### config.mk
export PLATFORM = sky130hd
export DESIGN_NAME = txt_cursor_unit
export DESIGN_NICKNAME = d
export VERILOG_FILES = /design/src/rtl/cursor_pkg.sv /design/src/rtl/cursor_regs.sv /design/src/rtl/cursor_blink.sv /design/src/rtl/cursor_skew.sv /design/src/rtl/txt_cursor_unit.sv
export SDC_FILE = /design/constraint.sdc
export NUM_CORES = 1
export LEC_CHECK = 0
export ABC_CLOCK_PERIOD_IN_PS = 3500
export BUFFER_PORTS_ARGS = -buffer_cell sky130_fd_sc_hd__buf_4
export CAP_MARGIN = 10
export CORE_AREA = 2 2 81 52
export DETAILED_ROUTE_END_ITERATION = 10
export DIE_AREA = 0 0 83 54
export GPL_TIMING_DRIVEN = 0
export PLACE_DENSITY = 0.72
export SETUP_SLACK_MARGIN = 0.5
export SLEW_MARGIN = 25
export SYNTH_ARGS = -nofsm -noshare
export SYNTH_HDL_FRONTEND = slang
export SYNTH_SLANG_ARGS = --single-unit
### constraint.sdc
create_clock -name clk -period 3.5 [get_ports clk]
set_clock_uncertainty 0.1 [all_clocks]
set_input_delay 0.175 -clock clk [delete_from_list [all_inputs] [get_ports clk]]
set_output_delay 0.175 -clock clk [all_outputs]
set_load 0.005 [all_outputs]
### src/rtl/cursor_pkg.sv
package cursor_pkg;
  // {blink enable, blink rate} as written into bits 6..5 of the start register
  typedef enum logic [1:0] {
    BLK_STEADY = 2'b00,
    BLK_OFF    = 2'b01,
    BLK_FAST   = 2'b10,
    BLK_SLOW   = 2'b11
  } blink_e;

  localparam logic [4:0] SEL_SKEW     = 5'd8;
  localparam logic [4:0] SEL_CSTART   = 5'd10;
  localparam logic [4:0] SEL_CEND     = 5'd11;
  localparam logic [4:0] SEL_CADDR_HI = 5'd14;
  localparam logic [4:0] SEL_CADDR_LO = 5'd15;

  localparam logic [1:0] SKEW_OFF = 2'b11;
endpackage

### src/rtl/cursor_regs.sv
module cursor_regs
  import cursor_pkg::*;
#(
  parameter int ADDR_W = 14,
  parameter int RA_W   = 5
) (
  input  logic              clk,
  input  logic              rst_n,
  input  logic              wr_en_i,
  input  logic [4:0]        wr_sel_i,
  input  logic [7:0]        wr_data_i,
  output logic [1:0]        skew_o,
  output logic [RA_W-1:0]   start_o,
  output logic [RA_W-1:0]   end_o,
  output blink_e            mode_o,
  output logic [ADDR_W-1:0] addr_o
);
  localparam int HI_W = ADDR_W - 8;

  always_ff @(posedge clk or negedge rst_n) begin
    if (!rst_n) begin
      skew_o  <= 2'b00;
      start_o <= '0;
      end_o   <= '0;
      mode_o  <= BLK_STEADY;
      addr_o  <= '0;
    end else if (wr_en_i) begin
      case (wr_sel_i)
        SEL_SKEW:     skew_o <= wr_data_i[7:6];
        SEL_CSTART: begin
          start_o <= wr_data_i[RA_W-1:0];
          mode_o  <= blink_e'(wr_data_i[6:5]);
        end
        SEL_CEND:     end_o <= wr_data_i[RA_W-1:0];
        SEL_CADDR_HI: addr_o[ADDR_W-1:8] <= wr_data_i[HI_W-1:0];
        SEL_CADDR_LO: addr_o[7:0] <= wr_data_i;
        default: ;
      endcase
    end
  end

  logic known_sel;
  assign known_sel = (wr_sel_i == SEL_SKEW) || (wr_sel_i == SEL_CSTART) ||
                     (wr_sel_i == SEL_CEND) || (wr_sel_i == SEL_CADDR_HI) ||
                     (wr_sel_i == SEL_CADDR_LO);


  unused_sel_stable_chk: assert property (@(posedge clk) disable iff (!rst_n)
    (wr_en_i && !known_sel) |=> ($stable(skew_o) && $stable(start_o) &&
                                 $stable(end_o) && $stable(mode_o) && $stable(addr_o)));
endmodule

### src/rtl/cursor_blink.sv
module cursor_blink
  import cursor_pkg::*;
#(
  parameter int FAST_LOG2 = 3
) (
  input  logic   clk,
  input  logic   rst_n,
  input  logic   frame_stb_i,
  input  blink_e mode_i,
  output logic   show_o
);
  localparam int CNT_W = FAST_LOG2 + 2;

  logic [CNT_W-1:0] frame_cnt;

  always_ff @(posedge clk or negedge rst_n) begin
    if (!rst_n)           frame_cnt <= '0;
    else if (frame_stb_i) frame_cnt <= frame_cnt + 1'b1;
  end

  always_comb begin
    case (mode_i)
      BLK_STEADY: show_o = 1'b1;
      BLK_OFF:    show_o = 1'b0;
      BLK_FAST:   show_o = !frame_cnt[FAST_LOG2];
      BLK_SLOW:   show_o = !frame_cnt[FAST_LOG2+1];
      default:    show_o = 1'b0;
    endcase
  end


  frame_advance_chk: assert property (@(posedge clk) disable iff (!rst_n)
    frame_stb_i |=> (frame_cnt == $past(frame_cnt) + 1'b1));

  frame_hold_chk: assert property (@(posedge clk) disable iff (!rst_n)
    !frame_stb_i |=> $stable(frame_cnt));
endmodule

### src/rtl/cursor_skew.sv
module cursor_skew
  import cursor_pkg::*;
#(
  parameter int MAX_SKEW = 2
) (
  input  logic       clk,
  input  logic       rst_n,
  input  logic       d_i,
  input  logic [1:0] sel_i,
  output logic       q_o
);
  logic [MAX_SKEW:0] tap;
  logic [MAX_SKEW:0] hit;

  always_ff @(posedge clk or negedge rst_n) begin
    if (!rst_n) tap <= '0;
    else        tap <= {tap[MAX_SKEW-1:0], d_i};
  end

  for (genvar i = 0; i <= MAX_SKEW; i++) begin : g_pick
    assign hit[i] = (sel_i == 2'(i)) && tap[i];
  end

  assign q_o = (sel_i != SKEW_OFF) && (|hit);
endmodule

### src/rtl/txt_cursor_unit.sv
module txt_cursor_unit
  import cursor_pkg::*;
#(
  parameter int ADDR_W    = 14,
  parameter int RA_W      = 5,
  parameter int FAST_LOG2 = 3,
  parameter int MAX_SKEW  = 2
) (
  input  logic              clk,
  input  logic              rst_n,
  input  logic [ADDR_W-1:0] ma_i,
  input  logic [RA_W-1:0]   ra_i,
  input  logic              de_i,
  input  logic              frame_stb_i,
  input  logic              wr_en_i,
  input  logic [4:0]        wr_sel_i,
  input  logic [7:0]        wr_data_i,
  output logic              cursor_o
);
  logic [1:0]        skew_q;
  logic [RA_W-1:0]   start_q;
  logic [RA_W-1:0]   end_q;
  blink_e            mode_q;
  logic [ADDR_W-1:0] addr_q;
  logic              show;
  logic              raw_cursor;

  cursor_regs #(.ADDR_W(ADDR_W), .RA_W(RA_W)) u_regs (
    .clk(clk), .rst_n(rst_n), .wr_en_i(wr_en_i), .wr_sel_i(wr_sel_i),
    .wr_data_i(wr_data_i), .skew_o(skew_q), .start_o(start_q), .end_o(end_q),
    .mode_o(mode_q), .addr_o(addr_q)
  );

  cursor_blink #(.FAST_LOG2(FAST_LOG2)) u_blink (
    .clk(clk), .rst_n(rst_n), .frame_stb_i(frame_stb_i), .mode_i(mode_q),
    .show_o(show)
  );

  // gate with display enable before the delay line
  assign raw_cursor = de_i && show && (ma_i == addr_q) &&
                      (ra_i >= start_q) && (ra_i <= end_q);

  cursor_skew #(.MAX_SKEW(MAX_SKEW)) u_skew (
    .clk(clk), .rst_n(rst_n), .d_i(raw_cursor), .sel_i(skew_q), .q_o(cursor_o)
  );


  addr_miss_chk: assert property (@(posedge clk) disable iff (!rst_n)
    (ma_i != addr_q) |=> (skew_q != 2'b00 || !cursor_o));

  de_gate_chk: assert property (@(posedge clk) disable iff (!rst_n)
    !de_i |=> (skew_q != 2'b00 || !cursor_o));

  blink_off_chk: assert property (@(posedge clk) disable iff (!rst_n)
    (mode_q == BLK_OFF) |=> (skew_q != 2'b00 || !cursor_o));

  skew_off_chk: assert property (@(posedge clk) disable iff (!rst_n)
    (skew_q == SKEW_OFF) |-> !cursor_o);
endmodule

==> Word-level counts from Yosys, hierarchy flattened <==
Index checks and enable logic that the tools add are counted.
{ "totals": {"regBits": 36, "latchBits": 0, "ram_bits": 0, "mem_bits_ro": 0, "input_bits": 37, "output_inout_bits": 1, "elab_cells": 42, "mem_count": 0} }
{ "op_classes": {"n_addsub": 1, "multipliers": 0, "n_div": 0, "magnitude_cmp": 2, "eq_ne": 12, "shifts": 0, "mux": 1, "bitwise_logic": 0, "n_reduce_logical": 18} }
{ "ops": {"columns": ["operator", "count"], "rows": [
  ["$eq A5 B4 Y1 const B", 5],
  ["$eq A14 B14 Y1", 1],
  ["$reduce_and A2 Y1", 5],
  ["$logic_and A1 B1 Y1", 8],
  ["$eq A2 B2 Y1 const B", 3],
  ["$add A5 B1 Y5 const B", 1],
  ["$ge A5 B5 Y1", 1],
  ["$le A5 B5 Y1", 1],
  ["$eq A2 B1 Y1 const B", 2],
  ["$logic_not A2 Y1", 2],
  ["$pmux W1 S4", 1],
  ["$reduce_or A3 Y1", 1],
  ["$logic_not A1 Y1", 2],
  ["$ne A2 B2 Y1 const B", 1]
]} }

==> Longest topological paths before layout <==
Gate-level depths: netlist of the first run.
{ "logic_depth": {"ltp_word": 6, "depth_mapped": 6, "depth_no_buf": 6} }

==> Modules after synthesis <==
A second synthesis of the first run with hierarchy kept.
{ "unflattened": {"hier_cells": 140, "hier_area_um2": 1835.5} }
{ "by_module_without_submodules": {"columns": ["module", "n_inst", "cells_each", "area_each_um2", "seq_area_each_um2"], "rows": [
  ["cursor_regs", 1, 65, 1116.1, 700.7],
  ["txt_cursor_unit", 1, 52, 404.1, 0.0],
  ["cursor_blink", 1, 17, 217.7, 125.1],
  ["cursor_skew", 1, 6, 97.6, 75.1]
]} }

==> Worst setup path after synthesis of the first run <==
No wires, ideal clock.
{ "synth_timing": {"path_kind": "register to register", "startpoint": "reg u_regs.end_o[3]", "endpoint": "reg u_skew.tap[0]", "setup_time_ns": 0.067, "arrival_time_ns": 1.274, "t_required_ns": 3.333, "path_slack_ns": 2.059, "path_stages_with_launch": 7, "path_buffers": 0, "synth_period_minus_slack_ns": 1.441, "cell_sequence": "dfrtp_1 inv_1 ha_1 a21oi_1 a21boi_0 o32ai_1 o2111a_1"} }
{ "synth_between": {"elab_chain_len": 2} }
{ "synth_rtl": {"columns": ["item", "line", "rtl"], "rows": [
  ["from (decl)", "cursor_regs.sv:14", "output logic [RA_W-1:0] end_o,"],
  ["from (signal assigned)", "cursor_regs.sv:34", "SEL_CEND: end_o <= wr_data_i[RA_W-1:0];"],
  ["$le A5 B5 Y1", "txt_cursor_unit.sv:41", "(ra_i >= start_q) && (ra_i <= end_q);"],
  ["$logic_and A1 B1 Y1", "txt_cursor_unit.sv:41", null],
  ["net raw_cursor", "txt_cursor_unit.sv:26", "logic raw_cursor;"],
  ["to (signal assigned)", "cursor_skew.sv:17", "else tap <= {tap[MAX_SKEW-1:0], d_i};"],
  ["to (decl)", "cursor_skew.sv:12", "logic [MAX_SKEW:0] tap;"]
]} }
The timed path passes the listed nets, and every way through them passes these cells.
A chain may end at the register's enable or synchronous reset.

==> Worst setup path after layout of the first run <==
Same ends and word-level chain as after synthesis.

==> results.py, run 1 <==
metrics = {
    "power_and_ir_drop": {
        "leakage_nw": 1.090,
        "irDropWorstVdd_uv": 351.3,
        "p_per_area_mw_per_mm2": 518.3,
    },
    "worst_setup_path": {
        "crit_family": "compound AO/OA/AOI/OAI gates",
        "start_kind": "flip-flop",
        "cp_cell_sequence": "inv_1 -> ha_1 -> a21oi_1 -> a21boi_0 -> o32ai_1 -> o2111a_1",
        "cp.required_ps": 3620,
        "critPathBufInv": 1,
        "crit_arrival_ps": 1790,
        "crit_type": "flip-flop to flip-flop",
        "slowest_delay_ps": 360,
        "crit_slowest_cell": "dfrtp_1",
        "cp-end-kind": "flip-flop",
        "worstPathMaxFanout": 3,
    },
    "die": {
        "die_y_um": 54,
        "die-width_um": 83,
        "initial_utilization_pct": 47.04,
        "core-area_mm2": 0.003851,
        "row_count": 18,
        "ios": 38,
        "dieArea_mm2": 0.004482,
    },
    "placed_design": {
        "dp_hpwl_um": 2867,
        "place_ws_ps": 1832,
        "numPortBuffers": 37,
        "routabilityCongestion": 0.7557,
    },
    "logic_synthesis": {
        "yosysUniqueCellTypes": 29,
        "postSynthCellCount": 144,
        "syn_area_mm2": 0.001812,
        "yosys_warnings": 0,
        "synth_edf_count": 0,
        "synth_fp_nets": 192,
        "synth-seq-cells": 36,
        "synthArstFlopShare_pct": 100.0,
        "ys_seq_area_share_pct": 49.72,
        "synth_ff_type": "dfrtp_1",
        "avgSynthCellArea_um2": 12.58,
    },
    "clock_network": {
        "clock_latency_ps": 280,
        "cts_tree": "done",
        "cts_buffer_depth": 2,
        "cts_buffers": 5,
        "cts_root_buffer": "clkbuf_8",
        "cts_resized": 0,
        "post-cts-setup-buffers": 0,
        "clock-sinks": 36,
        "h-tree-depth": 2,
        "path_clk_slew_ps": 70,
    },
    "drt": {
        "drtPass1Iterations": 4,
        "drt_iter0_markers": 33,
        "wl_per_cell_um": 15.41,
        "drt_wl_total_um": 3699,
        "num_vias": 1222,
        "ant_nets": 0,
        "drc": 0,
        "detail_route.vias_per_cell": 5.092,
    },
    "timing": {
        "rsz0062_at_grt": "no",
        "setup_viol": 0,
        "fin_ws_ps": 1826,
        "slew_headroom_pct": 61.32,
        "max_freq_ghz": 0.5973,
        "period_share_pct": 47.84,
        "post-route-min-period_ps": 1674,
        "timing.final.max_slew_violations": 0,
        "hold_viol": 0,
        "tns_ps": 0,
        "tightest_slew_ps": 577.7,
    },
    "cells_and_area": {
        "final_nets": 238,
        "drive_gt1_share_pct": 38.42,
        "fillers": 331,
        "areaGrowthSynthToFinish_pct": 25.21,
        "layout_common_cells": "37 x buf_4, 36 x dfrtp_1, 18 x mux2_2",
        "n_antenna_cell": 0,
        "mostFrequentLayoutCell": "buf_4",
    },
    "grt": {
        "antenna_found_initial": 0,
        "grt_max_degree": 37,
        "grt_pass1_wl_um": 6092,
        "grt_pass1_vias": 1299,
        "grt_overflow_total": 0,
        "grt_usage_pct": 18.40,
    },
    "outcome": {
        "outcome": "complete, no violations",
    },
    "hold_path": {
        "hp-class": "input port to flip-flop",
    },
    "run": {
        "drv_cap": 0,
    },
}
Yosys cell counts, types with 3 or more instances:
cell type,instances,area [um^2]
nor2_1,4,15.01
ha_1,11,137.6
nand2_1,6,22.52
xor2_1,4,35.03
xnor2_1,14,122.6
dfrtp_1,36,900.9
a21oi_1,3,15.01
mux2_2,18,202.7
mux2_4,7,105.1
nand4_1,6,37.54
o21ai_0,7,35.03
inv_1,11,41.29
flip-flops by register name, summed over array words and instances (netlist names):
| register | flops |
|---|---|
| u_regs.addr_o | 14 |
| u_blink.frame_cnt | 5 |
| u_regs.end_o | 5 |
| u_regs.start_o | 5 |
| u_skew.tap | 3 |
| u_regs.mode_o | 2 |
| u_regs.skew_o | 2 |
metrics by stage:
step           area [um^2]  utilization (%)  instances  hold slack (ps)  power, mW
5_1_grt               2268            58.90        240            30.72      1.254
3_3_place_gp          2152            55.88        231            41.22     0.8457
2_1_floorplan         1812                -        144           -220.6     0.7658
3_5_place_dp          2152            55.88        231            55.02     0.8724
6_report              2268            58.90        240            30.94      1.176
4_1_cts               2268            58.90        240            29.07      1.188
per-layer routing:
layer | GRT usage [%] | up-vias | wire (um)
li1 | - | 598 | -
met1 | 22.65 | 583 | 1715
met2 | 31.32 | 36 | 1740
met3 | 6.135 | 5 | 214
met4 | 6.284 | 0 | 29
met5 | 0 | - | 0
power breakdown:
part           internal (mW)  switching (mW)  leakage [nW]
Sequential             0.512          0.0668         0.453
Combinational          0.170           0.121         0.587
Clock                  0.175           0.131        0.0503
Total                  0.857           0.319          1.09
tightest hold or removal path: stages:
cell	delay [ps]
buf_4	100
nand2_1	40
o21ai_0	60
final cells by class:
type                            count  area [um^2]  share of cell area, %
Multi-Input combinational cell     96        858.3                  37.84
Buffer                              1        11.26                 0.4964
Timing Repair Buffer               39        297.8                  13.13
Tap cell                           50        62.56                  2.758
Sequential cell                    36        900.9                  39.71
Clock buffer                        7        96.34                  4.247
Inverter                           11        41.29                  1.820
final timing paths:
kind | startpoint | to | slack [ps] | depth (start not counted)
worst min register to register | u_skew.tap[1]$_DFF_PN0_ | u_skew.tap[2]$_DFF_PN0_ | 280 | 0
worst max-delay path | u_regs.end_o[3]$_DFFE_PN0P_ | u_skew.tap[0]$_DFF_PN0_ | 1830 | 6
max in group asynchronous | rst_n | u_regs.addr_o[12]$_DFFE_PN0P_ | 2700 | 2
min in group asynchronous | rst_n | u_regs.end_o[3]$_DFFE_PN0P_ | 290 | 2
worst max register to register | u_regs.end_o[3]$_DFFE_PN0P_ | u_skew.tap[0]$_DFF_PN0_ | 1830 | 6
worst min-delay path | wr_data_i[1] | u_regs.end_o[1]$_DFFE_PN0P_ | 30 | 3
timing repair:
item / CTS / global route
endpoints found under the hold margin: 37 / 0
setup endpoints to repair: 0 / 0
hold buffers: 2 / 0
cell families (layout without fill, tap and decap cells):
group                      Yosys count  in the layout  share of synthesized area [%]
AOI/OAI and AO/OA                   15             15                          5.042
xor gates and xnor gates            18             18                          8.702
muxes                               26             26                          17.54
buffers and inverters               12             58                          2.901
and+or+nand+nor                     26             26                          8.495
DFF                                 36             36                          49.72
adders and majority gates           11             11                          7.597
No activity file was read; power rests on OpenSTA's default activity.
==> run 2, diff against run 1 <==
--- a/config.mk
+++ b/config.mk
@@ -5,7 +5,7 @@
 export SDC_FILE = /design/constraint.sdc
 export NUM_CORES = 1
 export LEC_CHECK = 0
-export ABC_CLOCK_PERIOD_IN_PS = 3500
+export ABC_CLOCK_PERIOD_IN_PS = 1710
 export BUFFER_PORTS_ARGS = -buffer_cell sky130_fd_sc_hd__buf_4
 export CAP_MARGIN = 10
 export CORE_AREA = 2 2 81 52
==> constraint.sdc (replaced) <==
create_clock -name clk -period 1.71 [get_ports clk]
set_clock_uncertainty 0.1 [all_clocks]
set_input_delay 0.0855 -clock clk [delete_from_list [all_inputs] [get_ports clk]]
set_output_delay 0.0855 -clock clk [all_outputs]
set_load 0.005 [all_outputs]
==> run 2 against run 1 <==
  * Non-clock buffer count increased by 12
  * Register-to-register slack got worse by 1600 ps
  * Via count is 4.8% higher
  * Clock-buffer cell count grew 1
  * Final area rose by 11%
  * Combinational power grew to 2.6 times the previous value
  * First-iteration DRC count increased by 67%
  * Critical path depth did not move
  * Sequential share of layout area fell by 4.0 points
  * Sequential power is 110% higher
  * Global-route usage is 0.93 points higher
  * Wire length is 12% higher
==> results.py, run 2 (synthesis results as in run 1) <==
metrics = {
    "worst_setup_path": {
        "rr_startpoint": "u_regs.end_o[2]$_DFFE_PN0P_",
        "ff2ff_path_depth": 6,
        "r2r_end": "u_skew.tap[0]$_DFF_PN0_",
        "cp.required_ps": 1830,
        "r2r_slack_ps": 180,
        "cp-end-kind": "flip-flop",
        "start_kind": "flip-flop",
        "worstPathMaxFanout": 2,
        "crit_type": "flip-flop to flip-flop",
        "crit_arrival_ps": 1650,
    },
    "run": {
        "drv_cap": 0,
    },
    "cells_and_area": {
        "final_nets": 250,
        "seq_area_um2": 900.9,
        "final_core_util_pct": 65.50,
        "layout_common_cells": "38 x buf_4, 36 x dfrtp_1, 13 x xnor2_1, 13 x mux2_4, 12 x mux2_2",
        "largest_reg_flops": 14,
        "n_antenna_cell": 0,
        "areaGrowthSynthToFinish_pct": 39.23,
        "fillers": 287,
        "drive_gt1_share_pct": 43.84,
        "top_register": "u_regs.addr_o",
        "mostFrequentLayoutCell": "buf_4",
        "multi_input_area_um2": 984.7,
    },
    "timing": {
        "slew_headroom_pct": 68.93,
        "timing.hold.ws_ps": 113.9,
        "hold_viol": 0,
        "fin_ws_ps": 182.1,
        "setup_viol": 0,
        "period_share_pct": 89.35,
        "max_freq_ghz": 0.6545,
        "post-route-min-period_ps": 1528,
        "tns_ps": 0,
        "tightest_slew_ps": 466.1,
        "timing.final.max_slew_violations": 0,
        "rsz0062_at_grt": "yes",
    },
    "die": {
        "dieArea_mm2": 0.004482,
        "core-area_mm2": 0.003851,
        "die-width_um": 83,
        "initial_utilization_pct": 47.04,
        "die_y_um": 54,
        "row_count": 18,
        "ios": 38,
    },
    "clock_network": {
        "cts_root_buffer": "clkbuf_8",
        "cts_buffer_depth": 2,
        "clock_latency_ps": 280,
        "cts_buffers": 5,
        "clock-sinks": 36,
        "h-tree-depth": 2,
        "cts_tree": "done",
        "path_clk_slew_ps": 70,
    },
    "power_and_ir_drop": {
        "clkPwrFrac_pct": 23.8,
        "switching_power_uw": 730.4,
        "p_per_area_mw_per_mm2": 1015,
        "p_int_mw": 1.830,
        "irDropWorstVdd_uv": 560.9,
        "seq_power_share_pct": 46.9,
        "p_comb_share_pct": 29.3,
        "swShare_pct": 28.53,
        "leakage_nw": 1.176,
    },
    "grt": {
        "grt_usage_pct": 19.32,
        "grt_pass1_vias": 1404,
        "grt_overflow_total": 0,
        "antenna_found_initial": 0,
        "grt_max_degree": 37,
        "grt_pass1_wl_um": 6582,
    },
    "hold_path": {
        "holdPathStages": 3,
        "min_to": "u_regs.skew_o[0]$_DFFE_PN0P_",
        "hp-class": "input port to flip-flop",
        "hp-start": "wr_sel_i[1]",
    },
    "drt": {
        "drtPass1Iterations": 4,
        "drt_iter0_markers": 55,
        "drt_wl_total_um": 4127,
        "drc": 0,
        "detail_route.vias_per_cell": 5.063,
        "ant_nets": 0,
        "wl_per_cell_um": 16.31,
        "num_vias": 1281,
    },
    "placed_design": {
        "dp_hpwl_um": 2876,
        "place_ws_ps": 132.2,
        "routabilityCongestion": 0.8107,
        "numPortBuffers": 37,
    },
    "outcome": {
        "outcome": "complete, no violations",
    },
}
-- run 2: cell count changes in the layout (fill, tap and decap cells not counted), sizes merged --
cell / before / now
clkbuf: 7 / 8
buf: 38 / 42
dlygate4sd3: 2 / 10
-- run 2: routing by layer --
layer | GRT usage (%) | part of all wire (%) | vias up
li1 | - | - | 621
met4 | 6.011 | 0.46 | 0
met2 | 33.20 | 49 | 38
met5 | 0 | 0 | -
met3 | 5.828 | 5.5 | 3
met1 | 24.16 | 44 | 619
-- run 2: worst max path at each step --
stage                                 startpoint                            to  slack (ps)  depth (start not counted)
global placement                     wr_sel_i[4]  u_regs.addr_o[8]$_DFFE_PN0P_         170                          4
floorplan            u_regs.end_o[4]$_DFFE_PN0P_       u_skew.tap[0]$_DFF_PN0_         350                          6
detailed placement                   wr_sel_i[4]  u_regs.addr_o[3]$_DFFE_PN0P_         130                          4
global route        u_regs.addr_o[1]$_DFFE_PN0P_       u_skew.tap[0]$_DFF_PN0_         100                          4
finish               u_regs.end_o[2]$_DFFE_PN0P_       u_skew.tap[0]$_DFF_PN0_         180                          6
CTS                  u_regs.end_o[3]$_DFFE_PN0P_       u_skew.tap[0]$_DFF_PN0_         180                          6
-- run 2: per-stage QoR --
stage                     std cells  power, mW  area [um^2]
after global placement          231      1.774         2197
final                           253      2.560         2522
after CTS                       251      2.477         2449
after floorplan                 144      1.600         1857
after global routing            253      2.719         2522
after detailed placement        231      1.825         2197
-- run 2: cell type report --
class	count	area share, %
multi-input combinational	96	39.04
timing repair buffer	51	16.96
inverter	11	1.637
tap	50	2.480
buffer	1	0.5952
sequential	36	35.71
clock buffer	8	3.571
-- run 2: what timing repair did --
item,in CTS,in global routing
setup endpoints to repair,23,11
buffers inserted,2,2
pin swaps,3,7
hold endpoints to repair,66,0
gates resized for setup,7,10
hold buffers,10,0
-- run 2: power groups by stage --
| stage | combinational, mW | clock [mW] | sequential, mW |
|---|---|---|---|
| final | 0.750 | 0.610 | 1.20 |
| after floorplan | 0.434 | 0 | 1.17 |
| after CTS | 0.654 | 0.624 | 1.20 |
| after detailed placement | 0.617 | 0 | 1.21 |
| after global routing | 0.829 | 0.667 | 1.22 |
| after global placement | 0.583 | 0 | 1.19 |
-- run 2: worst max-delay path: stages (launching register included) --
cell and delay (ps):
dfrtp_1 370, inv_1 110, ha_4 220, nand4_1 130, nor2_1 70, o32ai_2 250, o2111a_1 210
==> run 3, diff against run 2 <==
--- a/config.mk
+++ b/config.mk
@@ -8,11 +8,11 @@
 export ABC_CLOCK_PERIOD_IN_PS = 1710
 export BUFFER_PORTS_ARGS = -buffer_cell sky130_fd_sc_hd__buf_4
 export CAP_MARGIN = 10
-export CORE_AREA = 2 2 81 52
+export CORE_AREA = 2 2 85 55
 export DETAILED_ROUTE_END_ITERATION = 10
-export DIE_AREA = 0 0 83 54
+export DIE_AREA = 0 0 87 57
 export GPL_TIMING_DRIVEN = 0
-export PLACE_DENSITY = 0.72
+export PLACE_DENSITY = 0.66
 export SETUP_SLACK_MARGIN = 0.5
 export SLEW_MARGIN = 25
 export SYNTH_ARGS = -nofsm -noshare
==> constraint.sdc (replaced) <==
create_clock -name clk -period 1.71 [get_ports clk]
set_clock_uncertainty 0.1 [all_clocks]
set_input_delay 0.0855 -clock clk [delete_from_list [all_inputs] [get_ports clk]]
set_output_delay 0.0855 -clock clk [all_outputs]
set_load 0.1 [all_outputs]
==> run 3 against run 2 <==
  * Wire length decreased by 3.8%
  * Combinational power decreased by 3%
  * Clock-buffer cell count decreased by 2
  * Total power decreased by 0.25%
  * Sequential share of layout area decreased by 0.80 points
  * Sequential power about the same
  * Global-route usage decreased by 1.8 points
  * Via count increased by 0.70%
  * Largest power group unchanged
  * Highest routed layer unchanged
==> results.py, run 3 (synthesis results as in run 1) <==
metrics = {
    "outcome": {
        "outcome": "complete, no violations",
    },
    "timing": {
        "timing.final.max_slew_violations": 0,
        "hold_viol": 0,
        "tightest_slew_ps": 456.4,
        "max_freq_ghz": 0.6786,
        "slew_headroom_pct": 69.57,
        "period_share_pct": 86.18,
        "tns_ps": 0,
        "timing.hold.ws_ps": 80.67,
        "setup_viol": 0,
        "rsz0062_at_grt": "yes",
        "post-route-min-period_ps": 1474,
    },
    "clock_network": {
        "cts_tree": "done",
        "cts_root_buffer": "clkbuf_8",
        "clock-sinks": 36,
        "h-tree-depth": 2,
        "cts_buffer_depth": 2,
        "path_clk_slew_ps": 70,
        "clock_latency_ps": 290,
        "cts_buffers": 5,
    },
    "die": {
        "initial_utilization_pct": 42.58,
        "ios": 38,
        "row_count": 19,
        "dieArea_mm2": 0.004959,
        "die-width_um": 87,
        "die_y_um": 57,
        "core-area_mm2": 0.004255,
    },
    "hold_path": {
        "hp-start": "de_i",
        "hp-class": "input port to flip-flop",
    },
    "grt": {
        "grt_pass1_vias": 1341,
        "grt_max_degree": 37,
        "antenna_found_initial": 0,
        "grt_usage_pct": 17.55,
        "grt_pass1_wl_um": 6417,
        "grt_overflow_total": 0,
    },
    "worst_setup_path": {
        "cp.required_ps": 1790,
        "crit_arrival_ps": 1560,
        "crit_type": "flip-flop to flip-flop",
        "crit_slowest_cell": "dfrtp_1",
        "cp_cell_sequence": "inv_1 -> ha_1 -> o21ai_0 -> a21o_1 -> a21oi_1 -> o2111a_1",
        "start_kind": "flip-flop",
        "slowest_delay_ps": 350,
        "rr_startpoint": "u_regs.start_o[1]$_DFFE_PN0P_",
        "startpoint": "u_regs.start_o[1]$_DFFE_PN0P_",
        "cp-end-kind": "flip-flop",
        "worstPathMaxFanout": 2,
    },
    "drt": {
        "drt_iter0_markers": 50,
        "drtPass1Iterations": 4,
        "drc": 0,
        "num_vias": 1290,
        "drt_wl_total_um": 3971,
        "detail_route.vias_per_cell": 5.019,
        "ant_nets": 0,
        "wl_per_cell_um": 15.45,
    },
    "cells_and_area": {
        "fin_cells": 257,
        "layout_common_cells": "40 x buf_4, 36 x dfrtp_1, 13 x mux2_4",
        "final_nets": 252,
        "mostFrequentLayoutCell": "buf_4",
        "areaGrowthSynthToFinish_pct": 42.40,
        "fillers": 345,
        "n_antenna_cell": 0,
        "drive_gt1_share_pct": 48.29,
        "top_register": "u_regs.addr_o",
        "largest_reg_flops": 14,
        "fin_area_mm2": 0.002580,
    },
    "placed_design": {
        "numPortBuffers": 37,
        "routabilityCongestion": 0.7670,
        "dpl_cell_area_mm2": 0.002211,
        "dp_hpwl_um": 2874,
        "dp_cells": 233,
    },
    "run": {
        "drv_cap": 0,
    },
    "power_and_ir_drop": {
        "p_per_area_mw_per_mm2": 989.8,
        "finalPower_mw": 2.554,
        "irDropWorstVdd_uv": 466.1,
        "leakage_nw": 1.192,
    },
}
==> run 3: changes by cell type in the layout (fill, tap and decap cells not counted), moves of 2 or more <==
cell	previous run	this run
nor2_2	0	2
clkinv_2	0	2
buf_4	38	40
ha_1	9	7
inv_1	9	7
inv_2	2	4
clkbuf_1	2	0
ha_4	2	4
==> run 3: routing by layer <==
metal  routed length, um  GRT usage (%)
met1                1837          24.60
met5                   0              0
met2                1856          25.95
met3                 224          4.631
met4                  53          7.366
==> run 3: repair_timing <==
| item | CTS | global route |
|---|---|---|
| cloned | 0 | 0 |
| pin swaps | 5 | 8 |
| setup endpoints to repair | 16 | 11 |
| gates resized for setup | 10 | 11 |
| setup buffers | 4 | 2 |
| hold endpoints to repair | 67 | 0 |
| hold buffers | 10 | 0 |
==> run 3: report_power, final <==
part	total, mW	internal [mW]	leakage (nW)	switching [mW]
logic	0.731	0.449	0.688	0.283
registers	1.19	1.05	0.453	0.141
clock network	0.633	0.321	0.0510	0.312
==> run 3: area by class of cell <==
cell class	instances	area [um^2]	share of cell area [%]
Timing Repair Buffer	53	451.7	17.51
Multi-Input combinational cell	96	1013	39.28
Clock buffer	6	82.58	3.201
Sequential cell	36	900.9	34.92
Buffer	1	15.01	0.5820
Tap cell	52	65.06	2.522
Inverter	11	41.29	1.600
Clock inverter	2	10.01	0.3880
==> run 3: worst paths after layout <==
kind | end | cells past startpoint | slack (ps)
setup / recovery | u_skew.tap[0]$_DFF_PN0_ | 6 | 240
hold / removal | u_skew.tap[0]$_DFF_PN0_ | 4 | 80
setup reg to reg | u_skew.tap[0]$_DFF_PN0_ | 6 | 240
hold reg to reg | u_skew.tap[2]$_DFF_PN0_ | 0 | 300
max in group asynchronous | u_regs.end_o[1]$_DFFE_PN0P_ | 2 | 1000
min in group asynchronous | u_regs.skew_o[0]$_DFFE_PN0P_ | 2 | 180
==> run 3: worst max-delay path, delay by kind of cell, from the launching register on <==
| family | cells | cell delay (ps) |
|---|---|---|
| fa+ha+maj | 1 | 260 |
| flops | 1 | 350 |
| buf+inv | 1 | 50 |
| compound gates | 4 | 600 |
==> run 3: metrics by stage <==
stage	worst slack, ps	utilization (%)
6_report	236.3	60.63
5_1_grt	166.1	60.63
4_1_cts	227.4	58.57
3_5_place_dp	144.4	51.96
3_3_place_gp	177.5	51.96
2_1_floorplan	350.0	-
